===== src/rtl/vgl_pkg.sv =====
package vgl_pkg;
  localparam int WP_LIMIT     = 254;  // white-peak limit code
  localparam int SB_TARGET    = 1;    // sync-tip target code
  localparam int CLAMP_LUMA   = 120;
  localparam int CLAMP_CHROMA = 256;

  typedef struct packed {
    logic dec;        // half-rate decrement
    logic inc_line;   // per-line increment
    logic inc_field;  // per-field increment
  } gain_evt_t;
endpackage


===== src/rtl/vgl_measure.sv =====
module vgl_measure
  import vgl_pkg::*;
#(
  parameter int SAMPLE_W = 9
) (
  input  logic                clk,
  input  logic                rst_n,
  input  logic                valid,
  input  logic [SAMPLE_W-1:0] sample,
  input  logic                hs_win,
  input  logic                vb,
  input  logic                wp_off,
  input  logic                freeze,
  output gain_evt_t           evt
);
  localparam logic [SAMPLE_W-1:0] PEAK_LVL = SAMPLE_W'(WP_LIMIT);
  localparam logic [SAMPLE_W-1:0] TIP_LVL  = SAMPLE_W'(SB_TARGET);

  logic                phase_q;
  logic                hs_q, vb_q;
  logic [SAMPLE_W-1:0] win_min_q;
  logic                peak_seen_q, high_seen_q;

  logic live, peak, tip_low, line_end, field_end, tip_high;

  always_comb begin
    live      = valid && !vb;
    peak      = live && !wp_off && (sample > PEAK_LVL);
    tip_low   = live && hs_win && (sample < TIP_LVL);
    line_end  = live && hs_q && !hs_win;
    field_end = valid && vb_q && !vb;
    tip_high  = win_min_q > TIP_LVL;

    evt.dec       = phase_q && (peak || tip_low) && !freeze;
    evt.inc_line  = line_end && tip_high && !peak_seen_q && !freeze;
    evt.inc_field = field_end && peak_seen_q && high_seen_q && !freeze;
  end

  always_ff @(posedge clk) begin
    if (!rst_n) begin
      phase_q     <= 1'b0;
      hs_q        <= 1'b0;
      vb_q        <= 1'b0;
      win_min_q   <= '1;
      peak_seen_q <= 1'b0;
      high_seen_q <= 1'b0;
    end else if (valid) begin
      phase_q <= !phase_q;
      hs_q    <= hs_win;
      vb_q    <= vb;
      if (field_end) begin
        peak_seen_q <= 1'b0;
        high_seen_q <= 1'b0;
      end else begin
        if (peak)                  peak_seen_q <= 1'b1;
        if (line_end && tip_high)  high_seen_q <= 1'b1;
      end
      if (line_end)
        win_min_q <= '1;
      else if (live && hs_win && (sample < win_min_q))
        win_min_q <= sample;
    end
  end
endmodule


===== src/rtl/vgl_accum.sv =====
module vgl_accum
  import vgl_pkg::*;
#(
  parameter int ACC_W = 18
) (
  input  logic             clk,
  input  logic             rst_n,
  input  gain_evt_t        evt,
  output logic [ACC_W-1:0] acc
);
  localparam logic [ACC_W-1:0] MID   = ACC_W'(1) << (ACC_W - 1);
  localparam logic [ACC_W+1:0] MAXV  = {2'b00, {ACC_W{1'b1}}};

  logic [1:0]       up;
  logic [ACC_W+1:0] t_up, t_dn;
  logic [ACC_W-1:0] nxt;

  always_comb begin
    up   = 2'(evt.inc_line) + 2'(evt.inc_field);
    t_up = {2'b00, acc} + {{ACC_W{1'b0}}, up};
    if (evt.dec && t_up != '0) t_dn = t_up - 1'b1;
    else                       t_dn = t_up;
    if (t_dn > MAXV) nxt = {ACC_W{1'b1}};
    else             nxt = t_dn[ACC_W-1:0];
  end

  always_ff @(posedge clk) begin
    if (!rst_n) acc <= MID;
    else        acc <= nxt;
  end
endmodule


===== src/rtl/vgl_publish.sv =====
module vgl_publish #(
  parameter int GAIN_W = 9,
  parameter int THR_W  = 3
) (
  input  logic              clk,
  input  logic              rst_n,
  input  logic [GAIN_W-1:0] actual,
  input  logic [THR_W-1:0]  thresh,
  output logic [GAIN_W-1:0] frozen
);
  localparam logic [GAIN_W-1:0] MID = GAIN_W'(1) << (GAIN_W - 1);

  logic [GAIN_W-1:0] drift;

  always_comb begin
    if (actual > frozen) drift = actual - frozen;
    else                 drift = frozen - actual;
  end

  always_ff @(posedge clk) begin
    if (!rst_n)
      frozen <= MID;
    else if (drift > {{(GAIN_W-THR_W){1'b0}}, thresh})
      frozen <= actual;
  end
endmodule


===== src/rtl/vgl_clamp.sv =====
module vgl_clamp
  import vgl_pkg::*;
#(
  parameter int SAMPLE_W = 9
) (
  input  logic                clk,
  input  logic                rst_n,
  input  logic                valid,
  input  logic [SAMPLE_W-1:0] sample,
  input  logic                cl_win,
  input  logic                vb,
  input  logic                chroma,
  output logic                up,
  output logic                dn
);
  localparam logic [SAMPLE_W-1:0] REF_Y = SAMPLE_W'(CLAMP_LUMA);
  localparam logic [SAMPLE_W-1:0] REF_C = SAMPLE_W'(CLAMP_CHROMA);

  logic [SAMPLE_W-1:0] ref_lvl;
  logic                act;

  always_comb begin
    ref_lvl = chroma ? REF_C : REF_Y;
    act     = valid && cl_win && !vb;
  end

  always_ff @(posedge clk) begin
    if (!rst_n) begin
      up <= 1'b0;
      dn <= 1'b0;
    end else begin
      up <= act && (sample < ref_lvl);
      dn <= act && (sample > ref_lvl);
    end
  end
endmodule


===== src/rtl/video_gain_loop.sv =====
module video_gain_loop
  import vgl_pkg::*;
#(
  parameter int SAMPLE_W = 9,
  parameter int GAIN_W   = 9,
  parameter int ACC_W    = 18,
  parameter int THR_W    = 3
) (
  input  logic                clk,
  input  logic                rst_n,
  input  logic                s_valid,
  output logic                s_ready,
  input  logic [SAMPLE_W-1:0] s_sample,
  input  logic                hsync_win,
  input  logic                clamp_win,
  input  logic                vblank,
  input  logic                cfg_hold,
  input  logic                cfg_fixed,
  input  logic [GAIN_W-1:0]   cfg_static_gain,
  input  logic                cfg_wp_off,
  input  logic [THR_W-1:0]    cfg_thresh,
  input  logic                cfg_chroma,
  output logic [GAIN_W-1:0]   gain_code,
  output logic                clamp_up,
  output logic                clamp_dn
);
  gain_evt_t         evt;
  logic [ACC_W-1:0]  acc_q;
  logic [GAIN_W-1:0] actual;
  logic [GAIN_W-1:0] fgv_q;

  assign s_ready = 1'b1;
  assign actual  = acc_q[ACC_W-1 -: GAIN_W];

  vgl_measure #(.SAMPLE_W(SAMPLE_W)) meas_i (
    .clk    (clk),
    .rst_n  (rst_n),
    .valid  (s_valid),
    .sample (s_sample),
    .hs_win (hsync_win),
    .vb     (vblank),
    .wp_off (cfg_wp_off),
    .freeze (cfg_hold | cfg_fixed),
    .evt    (evt)
  );

  vgl_accum #(.ACC_W(ACC_W)) acc_i (
    .clk   (clk),
    .rst_n (rst_n),
    .evt   (evt),
    .acc   (acc_q)
  );

  vgl_publish #(.GAIN_W(GAIN_W), .THR_W(THR_W)) pub_i (
    .clk    (clk),
    .rst_n  (rst_n),
    .actual (actual),
    .thresh (cfg_thresh),
    .frozen (fgv_q)
  );

  vgl_clamp #(.SAMPLE_W(SAMPLE_W)) clamp_i (
    .clk    (clk),
    .rst_n  (rst_n),
    .valid  (s_valid),
    .sample (s_sample),
    .cl_win (clamp_win),
    .vb     (vblank),
    .chroma (cfg_chroma),
    .up     (clamp_up),
    .dn     (clamp_dn)
  );

  assign gain_code = cfg_fixed ? cfg_static_gain : fgv_q;
endmodule


===== config.mk =====
export PLATFORM = sky130hd
export DESIGN_NAME = video_gain_loop
export DESIGN_NICKNAME = d
export VERILOG_FILES = /design/src/rtl/vgl_pkg.sv /design/src/rtl/vgl_measure.sv /design/src/rtl/vgl_accum.sv /design/src/rtl/vgl_publish.sv /design/src/rtl/vgl_clamp.sv /design/src/rtl/video_gain_loop.sv
export SDC_FILE = /design/constraint.sdc
export NUM_CORES = 1
export LEC_CHECK = 0
export BUFFER_PORTS_ARGS = -buffer_cell sky130_fd_sc_hd__buf_2
export CAP_MARGIN = 40
export CORE_AREA = 2 2 101 103
export CTS_CLUSTER_DIAMETER = 60
export DETAILED_ROUTE_END_ITERATION = 7
export DIE_AREA = 0 0 103 105
export PLACE_DENSITY_LB_ADDON = 0.08
export SYNTH_ARGS = -nofsm -noshare
export SYNTH_HDL_FRONTEND = slang
export SYNTH_SLANG_ARGS = --single-unit

===== constraint.sdc =====
create_clock -name clk -period 4.25 [get_ports clk]
set_input_delay 0.2125 -clock clk [delete_from_list [all_inputs] [get_ports clk]]
set_output_delay 0.2125 -clock clk [all_outputs]
set_load 0.02 [all_outputs]

---- Word-level counts from Yosys, hierarchy flattened ----
Cells that the tools add are included.
word-level totals
  output and inout port bits .............. 12
  input port bits ......................... 31
  bits in registers ....................... 43
operators by class
  muxes and demuxes ....................... 11
  $add $sub $neg .......................... 5
  reduce and logical (&&, ||, !) cells .... 38
  bitwise gates (word level) .............. 2
  order comparisons ....................... 9
operators with widths
  cell                     count
  $mux W9                  5
  $logic_and A1 B1 Y1      23
  $gt A20 B18 Y1 const B   1
  $mux W20                 1
  $reduce_bool A20 Y1      1
  $sub A20 B1 Y20 const B  1
  $add A18 B2 Y19          1
  $gt A9 B9 Y1             2
  $lt A9 B9 Y1             2
  $sub A9 B9 Y9            2
  $mux W17                 1
  $gt A9 B1 Y1 const B     1
  $gt A9 B3 Y1             1
  $gt A9 B8 Y1 const B     1
  $lt A9 B1 Y1 const B     1
  $logic_not A1 Y1         6
  $reduce_and A2 Y1        3
  $reduce_bool A2 Y1       3
  $mux W1                  4
  $add A1 B1 Y2            1
  $reduce_or A2 Y1         1
  $logic_or A1 B1 Y1       1
  $not A1 Y1               1
  $or A1 B1 Y1             1

---- Longest topological paths before layout ----
Gate-level depths: netlist (run 1).
  word-level depth ........................ 14
  depth in mapped cells ................... 16
  gate-level depth less buffers ........... 15

---- Hierarchy ----
A second synthesis (run 1) with hierarchy kept.
second synthesis, totals
  cell total of the unflattened synthesis .. 502
  area total of the unflattened synthesis .. 4184.0 sq um
modules (own cells, without submodules)
  module           area each (sq um)  cells an instance  instances
  vgl_accum        1659.1             195                1
  vgl_publish      1290.0             170                1
  vgl_measure      884.6              105                1
  vgl_clamp        186.4              19                 1
  video_gain_loop  163.9              13                 1

---- Worst setup path before layout (run 1) ----
No wires, ideal clock.
  path type ............................... in2reg
  from .................................... input port s_valid
  to ...................................... register acc_i.acc[17]
  stages .................................. 16
  data required time ...................... 4115 ps
  path slack .............................. 436 ps
  arrival ................................. 3679 ps
  cell sequence ........................... nor2b_1 -> nand3b_1 -> a41o_1 -> nor4_1 -> fa_1 -> ha_1 -> and3_1 -> nand4_1 -> a2111oi_1 -> o21ai_1 -> o41a_4 -> buf_2 -> nand3_1 -> nor2_1 -> xor2_1 -> nand3_1
on the way
  longest elaborated chain between the ends .. 13
  elaborated cells between the ends (all ways) .. 26
ends and longest elaborated chain
  item                                                                      line                   text
  start, declared                                                           video_gain_loop.sv:11  input logic s_valid,
  parallel branches: the longest is 10 deep, another holds $sub A20 B1 Y20  -
  $mux W20 (*)                                                              vgl_accum.sv:21        if (evt.dec && t_up != '0) t_dn = t_up - 1'b1;
  $gt A20 B18 Y1                                                            vgl_accum.sv:23        if (t_dn > MAXV) nxt = {ACC_W{1'b1}};
  $reduce_or A2 Y1 (no source line)                                         -
  end signal, assigned                                                      vgl_accum.sv:29        else acc <= nxt;
  end, declared                                                             vgl_accum.sv:9         output logic [ACC_W-1:0] acc
Every way passes the cells marked *.
A chain may end at the register's enable or synchronous reset.

---- Worst setup path after layout (run 1) ----
  from .................................... register meas_i.win_min_q[8]
  to ...................................... register acc_i.acc[13]
on the way
  longest elaborated chain between the ends .. 11
  elaborated cells between the ends (all ways) .. 12
ends and longest elaborated chain
  item                                                                     line               text
  start, declared                                                          vgl_measure.sv:21  logic [SAMPLE_W-1:0] win_min_q;
  start signal, assigned                                                   vgl_measure.sv:61  win_min_q <= sample;
  $gt A9 B1 Y1 (*)                                                         vgl_measure.sv:32  tip_high = win_min_q > TIP_LVL;
  $logic_and A1 B1 Y1 (*) (3 in a row)                                     vgl_measure.sv:35  evt.inc_line = line_end && tip_high && !peak_seen_q && !freeze;
  $add A1 B1 Y2 (*)                                                        vgl_accum.sv:19    up = 2'(evt.inc_line) + 2'(evt.inc_field);
  $add A18 B2 Y19 (*)                                                      vgl_accum.sv:20    t_up = {2'b00, acc} + {{ACC_W{1'b0}}, up};
  parallel branches: the longest is 2 deep, another holds $sub A20 B1 Y20  -
  $mux W20 (*)                                                             vgl_accum.sv:21
  $gt A20 B18 Y1                                                           vgl_accum.sv:23
  $mux W17 (*)                                                             vgl_accum.sv:23
Marked as above.

==> results of run 1 <==
-- registers in the layout (all words and copies together) (netlist names) --
signal              flops
meas_i.peak_seen_q      1
acc_i.acc              18
meas_i.vb_q             1
meas_i.high_seen_q      1
meas_i.phase_q          1
clamp_i.dn              1
meas_i.hs_q             1
meas_i.win_min_q        9
pub_i.frozen            9
clamp_i.up              1
-- timing repair --
action,CTS,global route
resized for setup,0,4
buffers inserted,0,1
endpoints found under the setup margin,0,12
-- area by class of cell --
class | instances | area (sq um) | share of cell area
Clock buffer | 5 | 68.8 | 0.0158
Clock inverter | 3 | 47.5 | 0.0109
Inverter | 41 | 154 | 0.0354
Multi-Input combinational cell | 380 | 2740 | 0.631
Sequential cell | 43 | 861 | 0.198
Tap cell | 133 | 166 | 0.0382
Timing Repair Buffer | 55 | 310 | 0.0713
-- worst max-delay path by stage --
stage                                   start            end  depth (start not counted)
after floorplan                       s_valid  acc_i.acc[17]                         16
after detailed placement  meas_i.win_min_q[8]  acc_i.acc[13]                         15
after global routing      meas_i.win_min_q[8]   acc_i.acc[9]                         15
final                     meas_i.win_min_q[8]  acc_i.acc[13]                         15
after global placement    meas_i.win_min_q[8]  acc_i.acc[13]                         15
after CTS                 meas_i.win_min_q[8]  acc_i.acc[13]                         15
-- metal layers --
layer,track usage,vias to the layer above,routed length (microns)
met5,0,-,0
met3,0.0241,13,245
met1,0.256,1601,4790
met2,0.270,57,3980
li1,-,1788,-
met4,0.0301,0,88
-- power by group through the flow --
stage                     Combinational (mW)  Clock, mW  Sequential, mW
after floorplan                        0.112          0           0.429
after global placement                 0.162          0           0.430
after detailed placement               0.164          0           0.431
after CTS                              0.165      0.347           0.421
after global routing                   0.182      0.365           0.423
final                                  0.163      0.335           0.422
-- logic make-up after synthesis --
logic type | Yosys count | synth area share
AO/OA/AOI/OAI | 107 | 0.193
XOR/XNOR | 37 | 0.0846
adder cells (fa/ha/maj) | 39 | 0.133
buffers and inverters | 64 | 0.0656
flip-flops | 43 | 0.225
multiplexers | 28 | 0.0741
other | 1 | 0.000979
AND/OR/NAND/NOR | 168 | 0.223
-- worst min-delay path, stage by stage --
cell and delay (ns):
buf_2 0.09, nand3_1 0.10, a211oi_1 0.06
-- per-stage QoR --
step / cell area [sq um] / hold WS (ns) / setup slack, ns
4_1_cts: 4330 / 0.190 / 0.0855
6_report: 4350 / 0.194 / 0.250
3_5_place_dp: 4210 / 0.436 / 0.101
5_1_grt: 4350 / 0.205 / 0.0120
3_3_place_gp: 4210 / 0.446 / 0.177
2_1_floorplan: 3830 / 0.379 / 0.436
-- cell usage in the layout, fill, tap and decap left out, types with 11 or more instances in the layout --
cell	count
dfxtp_1	43
xor2_1	11
a21oi_1	21
buf_4	14
nor2b_1	14
a21o_1	11
buf_2	41
nand3_1	20
nand2_1	50
o21ai_0	17
mux2i_1	25
nor2_1	35
ha_1	36
inv_1	41
a21boi_1	15
xnor2_1	26
==> flow_summary.yaml, run 1 <==
pwr:
  p_switching_uw: 255
  finalPower_uw: 919
  leakagePower_nw: 1.96
  netSwitchingFraction: 0.278
  p_clk_frac: 0.364
  p_int_uw: 664
  comb_power_share: 0.177
  peakVddDrop_uv: 124
  pwr-share-seq: 0.459
  power_density_nw_per_um2: 211
logic_synthesis:
  synth.distinct_cells: 57
  yosysTopAreaCell: "dfxtp_1"
  netlist.area_leader.share: 0.225
  synth_area_sq_um: 3830
  async_flop_share: 0
  synth.most_common_cell: "nand2_1"
  ys_ff_latch: 43
  ys_seq_area_frac: 0.225
  ys_warn_count: 0
  synthCells: 487
  synth.avg_cell_area_sq_um: 7.87
  synth_common_cells: "50 x nand2_1, 43 x dfxtp_1, 41 x inv_1"
  synth_ff_type: "dfxtp_1"
  synthTopCellsByArea: "dfxtp_1 22%, ha_1 12%, mux2i_1 6.5%"
  synth-edff-count: 0
  syn-num-nets: 557
floorplanning:
  ioPinCount: 43
  initial_core_util: 0.397
  dieArea_sq_um: 10800
  coreArea_sq_um: 9640
  std_cell_rows: 36
  die_w_microns: 103
  fp.dieH_microns: 105
global_routing:
  antenna_found_initial: 0
  grt_pass1_vias: 3232
  grt_use_total: 0.174
  grt_overflow: 0
  grt_pass1_wl_mm: 15.4
  grt_max_degree: 47
routing:
  drc: 0
  dr.pass1.iters: 4
  wire_per_inst_microns: 13.8
  vias: 3459
  postRouteAntennaNets: 0
  finalWirelength_mm: 9.10
  detail_route.vias_per_cell: 5.24
  drt_iter0_markers: 123
layout:
  antenna_cells: 0
  final_core_util: 0.451
  stdcell_count: 660
  fill_cells: 1012
  drive_gt1_frac: 0.156
  fin_nets: 596
  syn2layout_area_growth_pct: 13.6
cts:
  cts_hold_buffers: 0
  cts_buffers: 5
  htree_levels: 2
  cts_tree: "yes"
  clkTransAtPathRegs_ns: 0.09
  clock_sinks: 43
  clkLatencyLatePin_ns: 0.30
  root_buffer: "clkbuf_8"
  cts_max_path_buffers: 2
worst_setup_path:
  crit_family: "compound AO/OA/AOI/OAI gates"
  timing.rr.end: "acc_i.acc[13]"
  crit_chain: "nor4_2 > a41o_1 > nor4_1 > fa_2 > ha_1 > and3_1 > a21o_1 > a2111oi_1 > buf_4 > o21ai_1 > o41a_4 > a32o_1 > nor2_1 > xnor2_1 > a21boi_1"
  ff2ff_path_depth: 15
  cp_slowest_stage_delay_ns: 0.58
  worstPathRequired_ns: 4.44
  cp_max_fo: 15
  rr_startpoint: "meas_i.win_min_q[8]"
  end_kind: "register"
  worst-path-buf-inv: 1
  cp-start-kind: "register"
  worstSetupPathType: "reg2reg"
  arrival_ns: 4.19
  timing.reg2reg.setup_slack_ns: 0.25
  slowest_stage: "o41a_4"
sta:
  period_share: 0.941
  drv_slew: 0
  rsz0062_at_grt: "false"
  fmax_mhz: 250
  hold_viol: 0
  maxSlewHeadroom: 0.492
  finalSetupViolations: 0
  worstMarginPinSlew_ns: 0.762
  finalCriticalPeriod_ns: 4.00
  tns_ns: 0
  skew_ns: 0.00910
hold_path:
  hold_end: "clamp_i.up"
  hold_path_class: "in2reg"
  hold_start: "clamp_win"
  worstHoldPathCells: 3
placed_design:
  place_inst: 651
  dp_hpwl_mm: 7.20
  place.gp.congestion: 0.878
  io_buffers: 41
run_status:
  status: "finished clean"
run:
  timing.max_cap.violations: 0
No activity file was read; power rests on OpenSTA's default activity.
==> run 2: changes to the inputs <==
MAX_ROUTING_LAYER = met4   (was unset)
==> run 2 against run 1 <==
Effect of this change: critical endpoint unchanged; final cell count did not move; register-to-register slack barely moved; clock-buffer cell count did not move.
==> flow_summary.yaml, run 2 (synthesized netlist as in run 1, its figures left out) <==
hold_path:
  hold_path_class: "in2reg"
  hold_start: "clamp_win"
cts:
  cts_hold_buffers: 0
  htree_levels: 2
  clock_sinks: 43
  root_buffer: "clkbuf_8"
  cts_tree: "yes"
  clkTransAtPathRegs_ns: 0.09
  cts_max_path_buffers: 2
  cts_buffers: 5
  clkLatencyLatePin_ns: 0.30
layout:
  syn2layout_area_growth_pct: 13.6
  drive_gt1_frac: 0.156
  antenna_cells: 0
  top_register: "acc_i.acc"
  fill_cells: 1012
  final_common_cell: "nand2_1"
  largest_register_ffs: 18
  fin_nets: 596
  design_area_sq_um: 4350
  largestRegisters: "acc_i.acc: 18 flops, meas_i.win_min_q: 9 flops, pub_i.frozen: 9 flops"
  stdcell_count: 660
  mostFrequentLayoutCells: "50 x nand2_1, 43 x dfxtp_1, 41 x inv_1, 41 x buf_2, 36 x ha_1"
pwr:
  comb_power_share: 0.177
  p_clk_frac: 0.364
  finalPower_uw: 919
  leakagePower_nw: 1.96
  netSwitchingFraction: 0.278
  power_density_nw_per_um2: 211
  pwr-share-seq: 0.459
  p_switching_uw: 255
  p_int_uw: 664
  peakVddDrop_uv: 124
worst_setup_path:
  arrival_ns: 4.19
  worstPathRequired_ns: 4.44
  cp-start-kind: "register"
  slowest_stage: "o41a_4"
  end_kind: "register"
  worstSetupStartpoint: "meas_i.win_min_q[8]"
  crit_family: "compound AO/OA/AOI/OAI gates"
  crit_chain: "nor4_2 > a41o_1 > nor4_1 > fa_2 > ha_1 > and3_1 > a21o_1 > a2111oi_1 > buf_4 > o21ai_1 > o41a_4 > a32o_1 > nor2_1 > xnor2_1 > a21boi_1"
  cp_slowest_stage_delay_ns: 0.58
  worst-path-buf-inv: 1
  worstSetupPathType: "reg2reg"
  cp_max_fo: 15
  rr_startpoint: "meas_i.win_min_q[8]"
routing:
  detail_route.vias_per_cell: 5.23
  dr.pass1.iters: 4
  drt_iter0_markers: 122
  drc: 0
  postRouteAntennaNets: 0
  wire_per_inst_microns: 13.8
  vias: 3453
  finalWirelength_mm: 9.13
placed_design:
  dp_slack_ns: 0.101
  dp_hpwl_mm: 7.20
  io_buffers: 41
  place_inst: 651
  place.gp.congestion: 0.892
  dpl_cell_area_sq_um: 4210
global_routing:
  grt_use_total: 0.178
  grt_pass1_vias: 3235
  grt_overflow: 0
  grt_max_degree: 47
  antenna_found_initial: 0
  grt_pass1_wl_mm: 15.4
run:
  timing.max_cap.violations: 0
sta:
  rsz0062_at_grt: "false"
  drv_slew: 0
  maxSlewHeadroom: 0.494
  fmax_mhz: 250
  hold_viol: 0
  finalSetupViolations: 0
  finalCriticalPeriod_ns: 4.00
  setup_slack_ns: 0.246
  tns_ns: 0
  period_share: 0.942
  worstMarginPinSlew_ns: 0.758
  skew_ns: 0.00646
run_status:
  status: "finished clean"
floorplanning:
  fp.dieH_microns: 105
  initial_core_util: 0.397
  coreArea_sq_um: 9640
  dieArea_sq_um: 10800
  ioPinCount: 43
  die_w_microns: 103
  std_cell_rows: 36
run 2: cell counts in the layout (fill, tap and decap cells not counted):
Identical to the previous run, type by type.
run 2: worst min-delay path, stage by stage:
cell and delay, ns:
buf_2 0.09, nand3_1 0.10, a211oi_1 0.05
run 2: area by class of cell:
| cell class | instances | area, sq um | share of cell area |
|---|---|---|---|
| timing repair buffer | 55 | 310 | 0.0713 |
| clock inverter | 3 | 47.5 | 0.0109 |
| inverter | 41 | 154 | 0.0354 |
| tap | 133 | 166 | 0.0382 |
| multi-input combinational | 380 | 2740 | 0.631 |
| sequential | 43 | 861 | 0.198 |
| clock buffer | 5 | 68.8 | 0.0158 |
run 2: path summary, 6_finish.rpt:
kind / endpoint / slack, ns / depth (start not counted)
setup / recovery: acc_i.acc[13] / 0.25 / 15
hold / removal: clamp_i.up / 0.19 / 3
setup reg to reg: acc_i.acc[13] / 0.25 / 15
hold reg to reg: meas_i.high_seen_q / 0.45 / 2
run 2: stage by stage:
stage | hold slack [ns] | util
final | 0.193 | 0.451
after global routing | 0.206 | 0.451
after CTS | 0.190 | 0.449
after detailed placement | 0.436 | 0.437
after global placement | 0.446 | 0.437
after floorplan | 0.379 | -
run 2: routing by layer:
metal / global-route usage / share of wire / up-vias / routed length (microns)
met4: 0.0301 / 0.0073 / 0 / 67
met2: 0.272 / 0.44 / 48 / 4030
li1: - / - / 1784 / -
met5: - / 0 / - / 0
met1: 0.254 / 0.53 / 1616 / 4830
met3: 0.0241 / 0.022 / 5 / 204
run 2: power by group through the flow:
stage,clock (mW),combinational [mW],sequential [mW]
3_5_place_dp,0,0.164,0.431
2_1_floorplan,0,0.112,0.429
4_1_cts,0.347,0.165,0.421
6_report,0.335,0.163,0.422
5_1_grt,0.364,0.182,0.423
3_3_place_gp,0,0.162,0.430
run 2: repair_timing:
item                                    4_1_cts  5_1_grt
setup buffers                                 0        1
gates resized for setup                       0        4
endpoints found under the setup margin        0       12
